==> src/rtl/walsh_sign_gen.sv <==
module walsh_sign_gen #(
  parameter int unsigned N_PTS = 4,
  parameter int unsigned IDX_W = 2
) (
  input  logic [IDX_W-1:0] idx_i,
  output logic [N_PTS-2:0] neg_o   // bit n-1 belongs to coefficient n
);
  for (genvar n = 1; n < N_PTS; n++) begin : g_sign
    assign neg_o[n-1] = ^(idx_i & IDX_W'(n));
  end
endmodule

==> src/rtl/walsh_term_sel.sv <==
module walsh_term_sel #(
  parameter int unsigned COEF_W = 6,
  parameter int unsigned TERM_W = COEF_W + 1
) (
  input  logic [COEF_W-1:0] coef_i,
  input  logic              neg_i,
  output logic [TERM_W-1:0] term_o
);
  logic signed [TERM_W-1:0] ext;
  assign ext    = TERM_W'(signed'(coef_i));
  assign term_o = neg_i ? -ext : ext;
endmodule

==> src/rtl/walsh_adder_tree.sv <==
module walsh_adder_tree #(
  parameter int unsigned N_PTS = 4,
  parameter int unsigned IN_W  = 7,
  parameter int unsigned OUT_W = 9
) (
  input  logic [N_PTS-1:0][IN_W-1:0] term_i,
  output logic [OUT_W-1:0]           sum_o
);
  // heap layout: nodes 0..N-2 are adders, N-1..2N-2 are leaves
  logic signed [OUT_W-1:0] node [2*N_PTS-1];

  for (genvar i = 0; i < N_PTS; i++) begin : g_leaf
    assign node[N_PTS-1+i] = OUT_W'(signed'(term_i[i]));
  end
  for (genvar i = 0; i < N_PTS - 1; i++) begin : g_add
    assign node[i] = node[2*i+1] + node[2*i+2];
  end
  assign sum_o = node[0];
endmodule

==> src/rtl/walsh_inverse_serial.sv <==
module walsh_inverse_serial #(
  parameter int unsigned N_PTS  = 4,
  parameter int unsigned COEF_W = 6,
  parameter int unsigned SAMP_W = 4
) (
  input  logic                    clk_i,
  input  logic                    rst_ni,
  input  logic                    load_i,
  input  logic [N_PTS*COEF_W-1:0] coef_i,
  output logic                    valid_o,
  output logic [SAMP_W-1:0]       sample_o
);
  localparam int unsigned LOG_N  = $clog2(N_PTS);
  localparam int unsigned IDX_W  = (LOG_N > 0) ? LOG_N : 1;
  localparam int unsigned TERM_W = COEF_W + 1;
  localparam int unsigned SUM_W  = TERM_W + LOG_N;
  localparam logic [IDX_W-1:0] LAST_IDX = IDX_W'(N_PTS - 1);

  logic [N_PTS-1:0][COEF_W-1:0] coef_q;
  logic [IDX_W-1:0]             idx_q;
  logic                         busy_q;
  logic [N_PTS-2:0]             neg;
  logic [N_PTS-1:0][TERM_W-1:0] term;
  logic [SUM_W-1:0]             sum;
  logic [SAMP_W-1:0]            sample_d;

  always_ff @(posedge clk_i or negedge rst_ni) begin
    if (!rst_ni) begin
      coef_q <= '0;
      idx_q  <= '0;
      busy_q <= 1'b0;
    end else if (load_i) begin
      coef_q <= coef_i;
      idx_q  <= '0;
      busy_q <= 1'b1;
    end else if (busy_q) begin
      idx_q <= idx_q + IDX_W'(1);
      if (idx_q == LAST_IDX) busy_q <= 1'b0;
    end
  end

  walsh_sign_gen #(.N_PTS(N_PTS), .IDX_W(IDX_W)) i_sign (
    .idx_i (idx_q),
    .neg_o (neg)
  );

  // coefficient 0 carries the all-ones Walsh row: never negated
  assign term[0] = TERM_W'(signed'(coef_q[0]));
  for (genvar n = 1; n < N_PTS; n++) begin : g_term
    walsh_term_sel #(.COEF_W(COEF_W), .TERM_W(TERM_W)) i_sel (
      .coef_i (coef_q[n]),
      .neg_i  (neg[n-1]),
      .term_o (term[n])
    );
  end

  walsh_adder_tree #(.N_PTS(N_PTS), .IN_W(TERM_W), .OUT_W(SUM_W)) i_tree (
    .term_i (term),
    .sum_o  (sum)
  );

  // divide by N: arithmetic shift floors toward minus infinity
  assign sample_d = SAMP_W'(signed'(sum) >>> LOG_N);

  always_ff @(posedge clk_i or negedge rst_ni) begin
    if (!rst_ni) begin
      valid_o  <= 1'b0;
      sample_o <= '0;
    end else if (load_i) begin
      valid_o <= 1'b0;
    end else if (busy_q) begin
      valid_o  <= 1'b1;
      sample_o <= sample_d;
    end else begin
      valid_o <= 1'b0;
    end
  end

  assert_load_starts_R2: assert property (@(posedge clk_i) disable iff (!rst_ni)
    load_i |=> (busy_q && idx_q == '0 && !valid_o));
  assert_run_valid_R3: assert property (@(posedge clk_i) disable iff (!rst_ni)
    (busy_q && !load_i) |=> valid_o);
  assert_index_step_R3: assert property (@(posedge clk_i) disable iff (!rst_ni)
    (busy_q && !load_i && idx_q != LAST_IDX) |=> (busy_q && idx_q == $past(idx_q) + IDX_W'(1)));
  assert_run_ends_R3: assert property (@(posedge clk_i) disable iff (!rst_ni)
    (busy_q && !load_i && idx_q == LAST_IDX) |=> !busy_q);
  assert_restart_gap_R8: assert property (@(posedge clk_i) disable iff (!rst_ni)
    (load_i && busy_q) |=> !valid_o);
  assert_idle_quiet_R9: assert property (@(posedge clk_i) disable iff (!rst_ni)
    (!busy_q && !load_i) |=> (!valid_o && $stable(sample_o)));
endmodule

==> config.mk <==
export PLATFORM = sky130hd
export DESIGN_NAME = walsh_inverse_serial
export DESIGN_NICKNAME = d
export VERILOG_FILES = /design/src/rtl/walsh_sign_gen.sv /design/src/rtl/walsh_term_sel.sv /design/src/rtl/walsh_adder_tree.sv /design/src/rtl/walsh_inverse_serial.sv
export SDC_FILE = /design/constraint.sdc
export NUM_CORES = 1
export LEC_CHECK = 0
export BUFFER_PORTS_ARGS = -buffer_cell sky130_fd_sc_hd__buf_2
export CORE_UTILIZATION = 35
export DETAILED_ROUTE_END_ITERATION = 6
export GPL_ROUTABILITY_DRIVEN = 0
export PLACE_DENSITY = 0.63
export SYNTH_ARGS = -nofsm -noshare
export SYNTH_HDL_FRONTEND = slang
export SYNTH_HIERARCHICAL = 1
export SYNTH_SLANG_ARGS = --single-unit
==> constraint.sdc <==
create_clock -name clk_i -period 4.3 [get_ports clk_i]
set_input_delay 0 -clock clk_i [delete_from_list [all_inputs] [get_ports clk_i]]
set_output_delay 0 -clock clk_i [all_outputs]
set_load 0.01 [all_outputs]
After elaboration in Yosys (flattened, before gate mapping)
Index checks and enable logic that the tools add are counted.
{ "totals": {"register_bits": 32, "in_bits": 27, "out_inout_bits": 5, "word_cells": 32} }
{ "op_classes": {"n_addsub": 7, "mux": 10, "bitwise": 1, "n_eq_ne": 1, "n_reduce_logical": 5} }
{ "op_table": {"columns": ["operator", "n"], "rows": [
  ["adder 6 bit", 3],
  ["two-way mux 6 bit", 3],
  ["negator 6 bit", 3],
  ["XOR reduction 2 bit", 3],
  ["two-way mux 1 bit", 5],
  ["two-way mux 2 bit", 2],
  ["adder 2 x 1 -> 2 bit (second input constant)", 1],
  ["equality test 2 bit (second input constant)", 1],
  ["AND reduction 2 bit", 1],
  ["nonzero test 2 bit", 1],
  ["inverter 1 bit", 1]
]} }

Depth between registers and ports, before layout
{ "logic_depth": {"word_depth": 4, "mapped_depth": 14, "mapped_depth_nobuf": 14} }

By module
The synthesis kept the hierarchy.
{ "by_module_without_submodules": {"columns": ["mod", "seq_area_each_um2", "n_inst", "cells_each", "area_per_inst_um2"], "rows": [
  ["walsh_inverse_serial", 800.8, 1, 72, 1241.2],
  ["walsh_adder_tree", 0.0, 1, 81, 696.9],
  ["walsh_term_sel", 0.0, 3, 18, 127.6],
  ["walsh_sign_gen", 0.0, 1, 3, 23.8]
]} }

Worst setup path after synthesis
No wires, ideal clock.
{ "synth_path": {"path_kind": "register to register", "start": "register coef_q[8] in the netlist's numbering", "end": "register sample_o[3]", "setup_time_ns": 0.125, "t_arrival_ns": 3.081, "path_buffers": 0, "setup_slack_ns": 1.094, "path_stages_with_launch": 13, "required_time_ns": 4.175, "synth_period_minus_slack_ns": 3.206, "path_cell_list": "dfrtp_1 -> or3_1 -> o31ai_2 -> xnor2_1 -> inv_1 -> fa_1 -> fa_1 -> inv_1 -> ha_1 -> o21a_1 -> o31a_1 -> a21oi_1 -> mux2_4"} }
{ "synth_lines": {"columns": ["item", "line_no", "source"], "rows": [
  ["start: declaration", "walsh_inverse_serial.sv:19", "logic [N_PTS-1:0][COEF_W-1:0] coef_q;"],
  ["start signal: assignment", "walsh_inverse_serial.sv:33", "coef_q <= coef_i;"],
  ["end signal: assignment", "walsh_inverse_serial.sv:73", "sample_o <= sample_d;"],
  ["end: declaration", "walsh_inverse_serial.sv:11", "output logic [SAMP_W-1:0] sample_o"]
]} }

==> flow_summary.yaml <==
cells_and_area:
  design_area_um2: 2610
  n_antenna_cell: 0
  final_core_util_pct: 46.3
  multi_input_area_um2: 1080
  finalNetCount: 284
  seq_area_um2: 801
  syn2layout_area_growth_pct: 23.9
  nFillCells: 521
  stdcell_count: 307
  drive_gt1_share_pct: 30.6
timing:
  slew_viol_final: 0
  max_slew_margin_pct: 51.5
  rsz0062_at_grt: "no"
  fin_skew_ns: 0.00349
  timing_hold_violations_final: 0
  worst_pin_slew_ns: 0.727
  fin_crit_ns: 3.43
  setup_viol: 0
  holdWs_ns: 0.230
  fin_tns_setup_ns: 0
  fin_crit_sh_pct: 79.8
  fin_ws_ns: 0.867
  fmax_mhz: 291
setup_path:
  path_depth: 13
  r2r_start: "coef_q[6]$_DFFE_PN0P_"
  cp.arrival_ns: 3.60
  required_ns: 4.47
  worstRegToRegCells: 13
  cpMostUsedCell: "fa_1"
  crit_fanout: 5
  r2r-end: "sample_o[3]$_DFFE_PN0P_"
  crit_path_cell_trace: "inv_1, ha_1, nand2_1, o21ai_0, fa_1, fa_1, ha_1, inv_1, fa_1, nor2b_4, o31a_1, a21oi_1, mux2_4"
  reg2reg_slack_ns: 0.87
  critPathCaptureType: "register"
  slowest_delay_ns: 0.52
  cp_slowest_cell: "fa_1"
  timing.critical_path.buf_inv: 2
  worstSetupStartpointType: "register"
  critPathKind: "register to register"
  critical_path.top_delay_family: "adder cells"
logic_synthesis:
  synth.cell_area_um2: 2110
  synth_area_per_cell_um2: 11.6
  synth_fp_nets: 230
  syn_inst: 181
  yosysWarnings: 6
power:
  p_total_mw: 1.52
  power.ir.vdd_worst_mv: 0.285
  p_per_area_nw_per_um2: 583
  p_leak_nw: 1.25
floorplan:
  pin_count: 32
  core_um2: 5640
  die_h_um: 79.6
  start_util_pct: 37.3
  row_count: 27
  design.die.area_um2: 6330
  die_x_um: 79.6
global_routing:
  overflow: 0
  first_global_vias: 1426
  grt_pass1_wl_um: 6490
  grt_max_degree: 33
  antenna_found_initial: 0
  grt_usage_pct: 13.8
clock_tree:
  path_clk_slew_ns: 0.06
  cts_made_buffers: 5
  clk_path_buf_depth: 2
  postCtsHoldBufs: 25
  ctsResizeCount: 0
  postCtsSetupRepairBufs: 0
  cts_tree: "built"
  clock_latency_ns: 0.28
  root_buffer: "clkbuf_8"
  cts_sinks: 32
  h-tree-depth: 2
detailed_routing:
  drc_errors: 0
  drtAntennaViolNets: 0
  wl_per_cell_um: 12.0
  vias_per_cell: 4.45
  finalWirelength_um: 3670
  drt-initial-drc-count: 57
  drtPass1Iterations: 4
  num_vias: 1365
outcome:
  outcome: "finished clean"
place:
  io_buffer_count: 31
  pre_cts_ws_ns: 0.841
  hpwl_um: 2790
  dpl_cell_area_um2: 2260
  dpl.cell_count: 275
hold_path:
  min_to: "idx_q[1]$_DFFE_PN0P_"
  worstHoldPathType: "input port to register"
  min_from: "load_i"
  worstHoldPathCells: 2
job:
  max-cap-violations: 0
==> area by class of cell <==
| class | count | share of cell area (%) |
|---|---|---|
| clock buffer | 7 | 3.69 |
| inverter | 37 | 5.32 |
| multi-input combinational | 103 | 41.4 |
| sequential | 32 | 30.7 |
| tap | 72 | 3.45 |
| timing repair buffer | 56 | 15.5 |
==> sequential cells by signal, summed over array words and instances, names as in the netlist <==
signal and count:
busy_q 1, valid_o 1, idx_q 2, coef_q 24
sample_o 4
==> cell usage in the layout, fill, tap and decap left out, types with 4 or more instances in the layout <==
cell / n
inv_1: 37
dfrtp_1: 32
buf_2: 31
dlygate4sd3_1: 25
mux2_2: 24
xnor2_1: 14
fa_1: 12
ha_1: 10
clkbuf_8: 7
o31ai_1: 6
nand2_1: 6
nor2_1: 5
o21ai_0: 5
mux2_4: 4
==> report_power, final <==
group          leakage [nW]  internal, mW  switching, mW
logic                 0.823         0.464          0.410
registers             0.373         0.354         0.0467
clock network        0.0503         0.142          0.106
==> worst register-to-register path: cells and delay by family, from the launching register on <==
kind	cells	cell delay [ns]
AOI/OAI and AO/OA	3	0.31
muxes	1	0.25
buffers and inverters	2	0.14
DFF	1	0.46
and+or+nand+nor	2	0.21
adders and majority gates	5	1.97
==> metal layers <==
layer	track usage (%)	part of all wire, %	vias up	routed length (µm)
li1	-	-	685	-
met2	21.8	46	31	1680
met5	0	0	-	0
met3	4.34	4.3	7	158
met1	17.0	48	642	1750
met4	6.36	2.2	0	79
==> worst max path at each step <==
stage,from,to
global route,coef_q[6]$_DFFE_PN0P_,sample_o[2]$_DFFE_PN0P_
CTS,coef_q[6]$_DFFE_PN0P_,sample_o[3]$_DFFE_PN0P_
floorplan,coef_q[6]$_DFFE_PN0P_,sample_o[3]$_DFFE_PN0P_
global placement,coef_q[6]$_DFFE_PN0P_,sample_o[3]$_DFFE_PN0P_
finish,coef_q[6]$_DFFE_PN0P_,sample_o[3]$_DFFE_PN0P_
detailed placement,coef_q[6]$_DFFE_PN0P_,sample_o[3]$_DFFE_PN0P_
Note: power is estimated with default switching activity, not from simulation.
